File: src/rtl/rfsh_pkg.sv
package rfsh_pkg;

    // Phase of the command-blocking window shared by refresh lockout and
    // self-refresh exit.
    typedef enum logic [1:0] {
        PH_READY = 2'd0,
        PH_LOCK  = 2'd1,
        PH_SRX   = 2'd2
    } phase_e;

    // Outputs presented to the command arbiter.
    typedef struct packed {
        logic ref_req;
        logic pre_all;
        logic busy;
    } arb_ctl_t;

    // Counter width able to hold values 0 .. n-1 (at least one bit).
    function automatic int unsigned cnt_w(input int unsigned n);
        return (n < 2) ? 1 : $clog2(n);
    endfunction

    function automatic int unsigned max2(input int unsigned a, input int unsigned b);
        return (a > b) ? a : b;
    endfunction

endpackage

File: src/rtl/rfsh_interval_timer.sv
module rfsh_interval_timer #(
    parameter int unsigned TICK_CYCLES = 1040
) (
    input  logic clk,
    input  logic rst,
    output logic tick_o
);
    import rfsh_pkg::*;

    localparam int unsigned TW = cnt_w(TICK_CYCLES);

    generate
        if (TICK_CYCLES < 2) begin : g_every
            // Degenerate interval: one refresh owed per cycle.
            logic live_q;
            always_ff @(posedge clk) begin
                if (rst) live_q <= 1'b0;
                else     live_q <= 1'b1;
            end
            assign tick_o = live_q;
        end else begin : g_count
            localparam logic [TW-1:0] LAST = TW'(TICK_CYCLES - 1);
            logic [TW-1:0] cnt_q;
            always_ff @(posedge clk) begin
                if (rst)               cnt_q <= '0;
                else if (cnt_q == LAST) cnt_q <= '0;
                else                    cnt_q <= cnt_q + 1'b1;
            end
            assign tick_o = (cnt_q == LAST);


            tick_spacing_chk: assert property (@(posedge clk) disable iff (rst)
                tick_o |=> !tick_o);
        end
    endgenerate

endmodule

File: src/rtl/rfsh_owed_counter.sv
module rfsh_owed_counter #(
    parameter int unsigned MAX_OWED  = 8,
    parameter int unsigned URGENT_AT = 7
) (
    input  logic                            clk,
    input  logic                            rst,
    input  logic                            tick_i,
    input  logic                            take_i,
    output logic [$clog2(MAX_OWED+1)-1:0]   owed_o,
    output logic                            urgent_o
);
    localparam int unsigned OW = $clog2(MAX_OWED + 1);
    localparam logic [OW-1:0] CAP = OW'(MAX_OWED);
    localparam logic [OW-1:0] URG = OW'(URGENT_AT);

    logic [OW-1:0] owed_q;
    logic [OW-1:0] owed_d;

    always_comb begin
        owed_d = owed_q;
        unique case ({tick_i, take_i})
            2'b10: if (owed_q != CAP)  owed_d = owed_q + 1'b1;
            2'b01: if (owed_q != '0)   owed_d = owed_q - 1'b1;
            default: owed_d = owed_q;
        endcase
    end

    always_ff @(posedge clk) begin
        if (rst) owed_q <= '0;
        else     owed_q <= owed_d;
    end

    assign owed_o   = owed_q;
    assign urgent_o = (owed_q >= URG);


    no_overflow_chk: assert property (@(posedge clk) disable iff (rst)
        owed_q <= CAP);


    tick_adds_chk: assert property (@(posedge clk) disable iff (rst)
        (tick_i && !take_i && owed_q != CAP) |=> (owed_q == $past(owed_q) + 1'b1));


    take_subtracts_chk: assert property (@(posedge clk) disable iff (rst)
        (take_i && !tick_i) |=> (owed_q == $past(owed_q) - 1'b1));

endmodule

File: src/rtl/rfsh_lockout.sv
module rfsh_lockout #(
    parameter int unsigned TRFC_CYCLES = 10,
    parameter int unsigned TXS_CYCLES  = 200
) (
    input  logic              clk,
    input  logic              rst,
    input  logic              start_rfc_i,
    input  logic              start_srx_i,
    output rfsh_pkg::phase_e  phase_o
);
    import rfsh_pkg::*;

    localparam int unsigned LONGEST = max2(max2(TRFC_CYCLES, TXS_CYCLES), 2);
    localparam int unsigned CW      = cnt_w(LONGEST);
    localparam logic [CW-1:0] RFC_LOAD = CW'(TRFC_CYCLES - 1);
    localparam logic [CW-1:0] SRX_LOAD = CW'(TXS_CYCLES - 1);

    phase_e        phase_q;
    logic [CW-1:0] left_q;

    always_ff @(posedge clk) begin
        if (rst) begin
            phase_q <= PH_READY;
            left_q  <= '0;
        end else if (start_srx_i) begin
            phase_q <= PH_SRX;
            left_q  <= SRX_LOAD;
        end else if (start_rfc_i) begin
            phase_q <= PH_LOCK;
            left_q  <= RFC_LOAD;
        end else if (phase_q != PH_READY) begin
            if (left_q == '0) phase_q <= PH_READY;
            else              left_q  <= left_q - 1'b1;
        end
    end

    assign phase_o = phase_q;


    rfc_enters_lock_chk: assert property (@(posedge clk) disable iff (rst)
        (start_rfc_i && !start_srx_i) |=> (phase_q == PH_LOCK));


    srx_enters_window_chk: assert property (@(posedge clk) disable iff (rst)
        start_srx_i |=> (phase_q == PH_SRX && left_q == SRX_LOAD));


    lock_never_long_chk: assert property (@(posedge clk) disable iff (rst)
        (phase_q == PH_LOCK) |-> (left_q <= RFC_LOAD));

endmodule

File: src/rtl/refresh_sched.sv
module refresh_sched #(
    parameter int unsigned TICK_CYCLES = 1040,
    parameter int unsigned MAX_OWED    = 8,
    parameter int unsigned URGENT_AT   = 7,
    parameter int unsigned TRFC_CYCLES = 10,
    parameter int unsigned TXS_CYCLES  = 200
) (
    input  logic                           clk,
    input  logic                           rst,
    input  logic                           banks_idle_i,
    input  logic                           sr_exit_i,
    input  logic                           ref_gnt_i,
    output logic                           ref_req_o,
    output logic                           pre_all_req_o,
    output logic                           busy_o,
    output logic                           urgent_o,
    output logic [$clog2(MAX_OWED+1)-1:0]  owed_o
);
    import rfsh_pkg::*;

    localparam int unsigned OW = $clog2(MAX_OWED + 1);

    logic          tick;
    logic          take;
    logic [OW-1:0] owed;
    logic          urgent;
    phase_e        phase;
    arb_ctl_t      ctl;

    rfsh_interval_timer #(
        .TICK_CYCLES (TICK_CYCLES)
    ) u_timer (
        .clk    (clk),
        .rst    (rst),
        .tick_o (tick)
    );

    rfsh_owed_counter #(
        .MAX_OWED  (MAX_OWED),
        .URGENT_AT (URGENT_AT)
    ) u_owed (
        .clk      (clk),
        .rst      (rst),
        .tick_i   (tick),
        .take_i   (take),
        .owed_o   (owed),
        .urgent_o (urgent)
    );

    rfsh_lockout #(
        .TRFC_CYCLES (TRFC_CYCLES),
        .TXS_CYCLES  (TXS_CYCLES)
    ) u_lock (
        .clk         (clk),
        .rst         (rst),
        .start_rfc_i (take),
        .start_srx_i (sr_exit_i),
        .phase_o     (phase)
    );

    always_comb begin
        logic ready;
        ready       = (phase == PH_READY) && !sr_exit_i;
        ctl.ref_req = ready && (owed != '0) && banks_idle_i;
        ctl.pre_all = ready && urgent && !banks_idle_i;
        ctl.busy    = (phase != PH_READY) || urgent;
    end

    assign take          = ctl.ref_req && ref_gnt_i;
    assign ref_req_o     = ctl.ref_req;
    assign pre_all_req_o = ctl.pre_all;
    assign busy_o        = ctl.busy;
    assign urgent_o      = urgent;
    assign owed_o        = owed;


    grant_then_locked_chk: assert property (@(posedge clk) disable iff (rst)
        (ref_req_o && ref_gnt_i) |=> (busy_o && !ref_req_o));


    pending_keeps_count_chk: assert property (@(posedge clk) disable iff (rst)
        (ref_req_o && !ref_gnt_i && !tick) |=> (owed_o == $past(owed_o)));


    one_request_kind_chk: assert property (@(posedge clk) disable iff (rst)
        $onehot0({ref_req_o, pre_all_req_o}));


    urgent_blocks_chk: assert property (@(posedge clk) disable iff (rst)
        urgent_o |-> busy_o);

endmodule

File: config.mk
export PLATFORM = sky130hd
export DESIGN_NAME = refresh_sched
export DESIGN_NICKNAME = d
export VERILOG_FILES = /design/src/rtl/rfsh_pkg.sv /design/src/rtl/rfsh_interval_timer.sv /design/src/rtl/rfsh_owed_counter.sv /design/src/rtl/rfsh_lockout.sv /design/src/rtl/refresh_sched.sv
export SDC_FILE = /design/constraint.sdc
export NUM_CORES = 1
export LEC_CHECK = 0
export BUFFER_PORTS_ARGS = -buffer_cell sky130_fd_sc_hd__buf_2
export CAP_MARGIN = 20
export CORE_MARGIN = 10
export CORE_UTILIZATION = 40
export DETAILED_ROUTE_END_ITERATION = 7
export PLACE_DENSITY = 0.64
export SLEW_MARGIN = 30
export SYNTH_ARGS = -nofsm -noshare
export SYNTH_HDL_FRONTEND = slang
export SYNTH_SLANG_ARGS = --single-unit
File: constraint.sdc
create_clock -name clk -period 2.7 [get_ports clk]
set_input_delay 0.27 -clock clk [delete_from_list [all_inputs] [get_ports clk]]
set_output_delay 0.27 -clock clk [all_outputs]
set_load 0.02 [all_outputs]
==> Word level (Yosys, flattened, before mapping) <==
Cells that the tools add are included.
Widths: inputs -> output; s select.
{ "totals": {"output_inout_bits": 8, "register_bits": 25, "in_bits": 5, "wordCells": 59} }
{ "classes": {"n_mux": 11, "reduce_logical": 27, "n_bitwise": 1, "n_lt_le_gt_ge": 1, "add_sub_neg": 4, "n_eq_ne": 8} }
{ "ops": {"columns": ["operator", "n"], "rows": [
  ["$mux 8", 4],
  ["$add 11x1->11 const B", 1],
  ["$eq 11x11->1 const B", 1],
  ["$reduce_and 2->1", 5],
  ["$logic_not 8->1", 1],
  ["$mux 2", 4],
  ["$mux 4", 2],
  ["$pmux 4 s2", 1],
  ["$reduce_bool 2->1", 4],
  ["$sub 8x1->8 const B", 1],
  ["$logic_and 1x1->1", 6],
  ["$reduce_bool 3->1", 2],
  ["$add 4x1->4 const B", 1],
  ["$ge 4x3->1 const B", 1],
  ["$ne 2x2->1 const B", 2],
  ["$ne 4x4->1 const B", 1],
  ["$reduce_bool 4->1", 1],
  ["$reduce_or 2->1", 2],
  ["$sub 4x1->4 const B", 1],
  ["$ne 3x3->1 const B", 1],
  ["$reduce_and 3->1", 1],
  ["$reduce_or 3->1", 1],
  ["$eq 2x1->1 const B", 1],
  ["$eq 2x2->1 const B", 1],
  ["5 further kinds", 6]
]} }

==> Depth between registers and ports, before layout <==
Gate-level depths: netlist of run 1.
{ "depth": {"depth_word": 8, "mapped_depth": 11, "ltp_nobuf": 10} }

==> Modules after synthesis <==
From an unflattened synthesis of run 1, not the netlist that was laid out.
{ "unflattened": {"hier_cells": 146, "area_unflattened_um2": 1328.8} }
{ "modules_own_cells": {"columns": ["mod", "area_each_um2", "cells_each", "seq_area_each_um2", "n_inst"], "rows": [
  ["rfsh_lockout", 536.8, 60, 200.2, 1],
  ["rfsh_interval_timer", 490.5, 53, 220.2, 1],
  ["rfsh_owed_counter", 255.2, 27, 80.1, 1],
  ["refresh_sched", 46.3, 6, 0.0, 1]
]} }

==> Least setup slack after synthesis of run 1 <==
Ideal clock, no wire load.
{ "synth_path": {"kind": "flip-flop to flip-flop", "start": "reg u_owed.owed_q[0], in the netlist u_owed.owed_o[0]", "end": "reg u_owed.owed_q[2], in the netlist u_owed.owed_o[2]", "period_less_slack_ns": 2.113, "path_slack_ns": 0.587, "path_stages_with_launch": 10, "arrival_ns": 1.990, "path_cell_list": "dfxtp_1 > or4_1 > nand3_2 > nor2_2 > xnor2_1 > ha_1 > nand4_1 > nor2_1 > a21oi_2 > mux2_1"} }
{ "synth_via": {"elab_chain_cells": 7, "elab_cells_between_ends": 16, "classes_between": "2 x add/sub; 5 x eq/ne; 3 x mux; 6 x reduce/logical"} }
{ "synth_rtl": {"columns": ["element", "line", "text"], "rows": [
  ["from (decl)", "rfsh_owed_counter.sv:16", "logic [OW-1:0] owed_q;"],
  ["from (signal assigned)", "rfsh_owed_counter.sv:30", "else owed_q <= owed_d;"],
  ["$reduce_bool 4->1", "rfsh_owed_counter.sv:23, refresh_sched.sv:64", null],
  ["$logic_and 1x1->1 (2 in series)", "refresh_sched.sv:64", "ctl.ref_req = ready && (owed != '0) && banks_idle_i;"],
  ["$logic_and 1x1->1", "refresh_sched.sv:69", "assign take = ctl.ref_req && ref_gnt_i;"],
  ["$eq 2x2->1 / $eq 2x1->1 (equally long branches)", "rfsh_owed_counter.sv:21", "unique case ({tick_i, take_i})"],
  ["$ne 2x1->1 (no line) (tied with other cells)", null, null],
  ["$reduce_and 3->1 (no line)", null, null]
]} }
Several ways; a longest one is shown, not always the timed one. The select of a mux whose other input is x is not followed.
A chain may end at the register's enable or synchronous reset.

==> Final worst setup path of run 1 <==
{ "layout_path": {"start": "reg u_timer.g_count.cnt_q[0]", "end": "reg u_owed.owed_q[2], in the netlist u_owed.owed_o[2]"} }
{ "layout_via": {"elab_chain_cells": 4, "elab_cells_between_ends": 8, "classes_between": "5 x eq/ne; 1 x mux; 2 x reduce/logical"} }
{ "layout_rtl": {"columns": ["element", "line", "text"], "rows": [
  ["from (decl)", "rfsh_interval_timer.sv:23", "logic [TW-1:0] cnt_q;"],
  ["from (signal assigned)", "rfsh_interval_timer.sv:27", "else cnt_q <= cnt_q + 1'b1;"],
  ["$eq 11x11->1 (*)", "rfsh_interval_timer.sv:29", "assign tick_o = (cnt_q == LAST);"],
  ["$eq 2x2->1 / $eq 2x1->1 (equally long branches)", "rfsh_owed_counter.sv:21", null],
  ["$ne 2x1->1 (no line) (tied with other cells)", null, null],
  ["$reduce_and 3->1 (no line)", null, null]
]} }
Mark *: on every way between the ends. The rest lies on a longest branch, timed or not.

==> results.cfg, run 1 <==
[timing]
period_share_pct = 84.0
hold_viol_final = 0
tns_ns = 0
tightest_slew_ns = 0.511
max_freq_ghz = 0.441
setup_viol = 0
slew_headroom_pct = 65.6
fin_ws_ns = 0.432
drv_slew = 0
finClkSkew_ns = 0.0187
rsz0062_at_grt = no
fin_crit_ns = 2.27

[clock_network]
clockBufferDepth = 2
cts_buffers = 3
postCtsHoldBufs = 0
clkTransAtPathRegs_ns = 0.15
cts_tree = built
post-cts-setup-buffers = 0
cts_sinks = 25
root_buffer = clkbuf_4
clk_latency_ns = 0.33
post_cts_resized = 0
cts_max_level = 1

[run]
drv_cap = 0

[finish]
final_common_cell = dfxtp_1
antenna-diode-count = 0
area_growth_syn_to_layout_pct = 8.34
final_cell_mix = dfxtp_1, nor2_1, a21oi_1, buf_2, nand2_1
drive_gt1_share_pct = 16.2
final_nets = 176

[place]
hpwlAfterDp_um = 2100
io_buffers = 12
gp_congestion = 0.796
pre_cts_ws_ns = 0.390

[power]
p_total_mw = 0.654
p_leak_nw = 0.591
ir_drop_mv = 0.172
power_density_nw_per_um2 = 447

[route]
finalWirelength_um = 2770
route.detailed.drc = 0
ant_nets = 0
vias = 1119
drtIter0Drc = 106
wl_per_cell_um = 13.0
vias_per_cell = 5.25
dr.pass1.iters = 4

[critical_path]
worst-r2r-setup-slack_ns = 0.43
cp-startpoint = u_timer.g_count.cnt_q[0]
critical_path_class = reg -> reg
rr_worst_depth = 10
path_max_fanout = 7
r2r-end = u_owed.owed_o[2]
r2r_start = u_timer.g_count.cnt_q[0]
cp-start-kind = flop
crit_end = u_owed.owed_o[2]
worst_setup_path_end_kind = flop
cp.required_ns = 2.94
cp.arrival_ns = 2.50

[synthesis]
synth-seq-cells = 25
synth-main-ff-cell = dfxtp_1
synth_fp_nets = 165
synth_cells = 157
netlist_area_sq_um = 1350
synth_edf_count = 0
synth_cell_types = 44
synth_seq_area_share_pct = 37.1
yosysWarnings = 0
synthArstFlopShare_pct = 0
syn_area_per_cell_sq_um = 8.60

[outcome]
status = finished clean

[global_route]
grt_pass1_wl_um = 4850
track_usage_pct = 9.37
grt_pass1_vias = 1106
grt_max_degree = 19
antenna_found_initial = 0
grt_remaining_overflow = 0

[die]
initial_core_util_pct = 40.8
die_h_um = 78.1
core-area_sq_um = 3310
die_w_um = 78.1
die_area_sq_um = 6100
io_pins = 13
fp-row-count = 21

[hold_path]
min_path_type = in -> reg
hold_path_depth = 2
## per-stage QoR
stage	hold WS, ns	util [%]	cells	cell area [sq um]
final	0.286	44.2	213	1460
after global routing	0.307	44.2	213	1460
after CTS	0.281	44.2	213	1460
after detailed placement	0.460	43.3	209	1440
after global placement	0.439	43.3	209	1440
after floorplan	0.426	-	157	1350
## layer usage
metal / up-vias / part of all wire (%) / global-route usage [%]
li1: 579 / - / -
met2: 8 / 48 / 16.3
met3: 2 / 3.1 / 2.16
met5: - / 0 / 0
met1: 530 / 48 / 10.8
met4: 0 / 0.79 / 3.76
## registers in the layout, indices dropped and copies added (netlist names)
signal,flops
u_lock.left_q,8
u_lock.phase_o,2
u_timer.g_count.cnt_q,11
u_owed.owed_o,4
## layout make-up
class,instances,area [sq um]
flip-flops and latches,25,500
repair buffers,12,60.1
clock buffers,3,22.5
inverters,6,22.5
multi-input cells,120,795
well taps,46,57.6
fillers,352,1850
clock inverters,1,5.00
## where the power goes
group / internal [mW] / switching, mW
clock network: 0.0555 / 0.115
registers: 0.382 / 0.0158
logic: 0.0373 / 0.0483
## synth_stat cells (2+ instances only)
| cell | count | area, sq um |
|---|---|---|
| dfxtp_1 | 25 | 500 |
| nor3_1 | 3 | 15.0 |
| xor2_1 | 8 | 70.1 |
| or2_1 | 2 | 12.5 |
| a21oi_1 | 12 | 60.1 |
| and2_1 | 2 | 12.5 |
| xnor2_1 | 5 | 43.8 |
| nand4_1 | 3 | 18.8 |
| ha_1 | 3 | 37.5 |
| a31oi_1 | 3 | 18.8 |
| nor4_1 | 5 | 31.3 |
| nor3b_1 | 2 | 15.0 |
| and3_1 | 4 | 25.0 |
| or3_1 | 4 | 25.0 |
| inv_1 | 6 | 22.5 |
| nand3_1 | 6 | 30.0 |
| mux2_1 | 2 | 22.5 |
| nor2_1 | 19 | 71.3 |
| buf_2 | 2 | 10.0 |
| o21ai_0 | 4 | 20.0 |
| a211oi_1 | 2 | 15.0 |
| a21oi_2 | 2 | 17.5 |
| nand2_1 | 10 | 37.5 |
| clkbuf_1 | 3 | 11.3 |
## worst max-delay path: stages, from the launching register on
cell	delay, ns
dfxtp_1	0.40
ha_1	0.20
and3_1	0.23
and3_1	0.34
nor2_2	0.09
xnor2_1	0.16
ha_1	0.19
nand4_1	0.09
nor2_1	0.13
a21oi_2	0.04
mux2_1	0.30
## cells by family after synthesis
family / Yosys count / synth area share (%)
buffers and inverters: 12 / 4.08
XOR/XNOR: 13 / 8.43
AO/OA/AOI/OAI: 28 / 13.2
AND/OR/NAND/NOR: 73 / 31.7
multiplexers: 3 / 2.78
adder cells (fa/ha/maj): 3 / 2.78
flip-flops: 25 / 37.1
## worst min-delay path by stage
stage                                        start                  endpoint  slack, ns
after CTS                                sr_exit_i         u_lock.phase_o[0]       0.28
after global routing                     sr_exit_i          u_lock.left_q[3]       0.31
after detailed placement  u_timer.g_count.cnt_q[0]  u_timer.g_count.cnt_q[0]       0.46
after global placement    u_timer.g_count.cnt_q[0]  u_timer.g_count.cnt_q[0]       0.44
final                                    sr_exit_i         u_lock.phase_o[0]       0.29
after floorplan           u_timer.g_count.cnt_q[0]  u_timer.g_count.cnt_q[0]       0.43
Power figures use the tool's default switching activity.
==> run 2: changes to the inputs <==
- ABC_AREA: unset -> 1
- PLACE_DENSITY: 0.64 -> 0.63
- clock period: 2.7 -> 2.1 ns (I/O delays scaled with it)
==> results.cfg, run 2 <==
[route]
dr.pass1.iters = 4
route.detailed.drc = 0
vias_per_cell = 4.62
ant_nets = 0
finalWirelength_um = 2670
wl_per_cell_um = 10.4
vias = 1182
drtIter0Drc = 82

[synthesis]
synth_edf_count = 0
synth_cell_types = 27
yosysMostFrequentCell = nand2_1
synth_top_area_cell = dfxtp_1
synth_top_family_by_area = simple AND/OR/NAND/NOR gates
synth_top_area_share_pct = 35.2
netlist_area_sq_um = 1420
synth_cells = 195
synth-main-ff-cell = dfxtp_1
synth_commonest_cells = nand2_1, inv_1, dfxtp_1, nor2_1, a21oi_1
synthMuxAreaShare_pct = 0
synth-compound-area-share_pct = 8.89
synth_seq_area_share_pct = 35.2
synth-xor-area-share_pct = 4.93
synth-seq-cells = 25
synthArstFlopShare_pct = 0
synth_fa_ha_area_share_pct = 2.64
ys_top_cells_by_area = dfxtp_1, nand2_1, inv_1, nor2_1, a21oi_1
synth-simple-area-share_pct = 39.9
yosysWarnings = 0
syn_area_per_cell_sq_um = 7.29
synth_fp_nets = 203

[critical_path]
cp-start-kind = flop
critical_path_class = reg -> out
cp.required_ns = 1.89
path_max_fanout = 6
cp.arrival_ns = 1.67
slowest_stage = dfxtp_1
slowest_delay_ns = 0.44
worst_setup_path_end_kind = primary output
cp_top_family = simple AND/OR/NAND/NOR gates
cp_num_buf_inv = 4
cp_common_cell = inv_1
path_cells = inv_1, nor3_1, inv_1, nand2_1, inv_1, nor4_1, buf_2

[timing]
tightest_slew_ns = 0.354
setup_viol = 0
slew_headroom_pct = 76.4
drv_slew = 0
fin_crit_ns = 1.88
hold_slack_ns = 0.192
max_freq_ghz = 0.531
hold_viol_final = 0
tns_ns = 0
finClkSkew_ns = 0.00152
rsz0062_at_grt = no
period_share_pct = 89.7

[clock_network]
root_buffer = clkbuf_4
post-cts-setup-buffers = 0
cts_tree = built
clkTransAtPathRegs_ns = 0.14
post_cts_resized = 0
cts_max_level = 1
cts_buffers = 3
postCtsHoldBufs = 0
cts_sinks = 25
clk_latency_ns = 0.31
clockBufferDepth = 2

[finish]
antenna-diode-count = 0
ff_latch_area_sq_um = 500
final_common_cell = nand2_1
top_register = u_timer.g_count.cnt_q
multiInputGateArea_sq_um = 801
final_cell_mix = nand2_1, inv_1, nor2_1, dfxtp_1, a21oi_1
largest_register_ffs = 11
drive_gt1_share_pct = 23.3
final_nets = 219
area_growth_syn_to_layout_pct = 9.95
num-fill-cells = 366

[global_route]
grt_pass1_wl_um = 5060
antenna_found_initial = 0
grt_remaining_overflow = 0
track_usage_pct = 9.56
grt_max_degree = 15
grt_pass1_vias = 1151

[power]
ir_drop_mv = 0.315
p_total_mw = 0.835
p_leak_nw = 0.699
power_density_nw_per_um2 = 534

[place]
gp_congestion = 0.800
io_buffers = 12
hpwlAfterDp_um = 2120

[hold_path]
min_path_type = in -> reg

[die]
io_pins = 13
die_w_um = 79.6
die_area_sq_um = 6340
die_h_um = 79.6
initial_core_util_pct = 41.9
core-area_sq_um = 3390
fp-row-count = 21

[run]
drv_cap = 0

[outcome]
status = finished clean
## run 2: where the power goes
part	switching (mW)	total [mW]	internal (mW)
clock	0.145	0.217	0.0712
sequential	0.0133	0.504	0.491
combinational	0.0729	0.114	0.0409
## run 2: worst register-to-register path, stage by stage (launching register included)
cell,delay (ns)
dfxtp_1,0.38
ha_1,0.21
nand3_2,0.12
nor2_4,0.12
nand3_2,0.10
nand3_4,0.12
xor2_1,0.16
ha_1,0.19
nor2_1,0.05
nand2_1,0.07
nand2_2,0.06
a21oi_1,0.12
nor2_1,0.05
## run 2: cells by family after synthesis
kind of cell | after synthesis
AND/OR/NAND/NOR | 103
buffers and inverters | 32
AO/OA/AOI/OAI | 24
adder cells (fa/ha/maj) | 3
XOR/XNOR | 8
flip-flops | 25
## run 2: area by class of cell
type,instances,share of cell area (%)
clock inverter,1,0.320
clock buffer,3,1.44
tap,46,3.68
multi-input combinational,138,51.2
timing repair buffer,12,3.84
sequential,25,32.0
inverter,31,7.45
## run 2: through the flow
step / utilization (%) / std cells / area, sq um / setup slack [ns]
6_report: 46.1 / 256 / 1560 / 0.216
5_1_grt: 46.1 / 256 / 1560 / 0.0278
4_1_cts: 46.1 / 256 / 1560 / 0.191
3_5_place_dp: 45.3 / 252 / 1540 / 0.277
3_3_place_gp: 45.3 / 252 / 1540 / 0.312
2_1_floorplan: - / 195 / 1420 / 0.122
## run 2: worst paths after layout
| check | start | end | slack (ns) | depth (start not counted) |
|---|---|---|---|---|
| setup / recovery | u_owed.owed_o[0] | pre_all_req_o | 0.22 | 7 |
| hold reg to reg | u_timer.g_count.cnt_q[0] | u_timer.g_count.cnt_q[0] | 0.47 | 1 |
| hold / removal | sr_exit_i | u_lock.left_q[6] | 0.19 | 3 |
| setup reg to reg | u_timer.g_count.cnt_q[0] | u_owed.owed_o[2] | 0.26 | 12 |
## run 2: layer usage
| layer | GRT usage (%) | part of all wire (%) | wire, um | vias up |
|---|---|---|---|---|
| met1 | 12.4 | 51 | 1370 | 504 |
| met3 | 2.36 | 4.3 | 115 | 4 |
| met5 | 0 | 0 | 0 | - |
| li1 | - | - | - | 655 |
| met2 | 14.7 | 43 | 1150 | 19 |
| met4 | 3.76 | 1.5 | 39 | 0 |
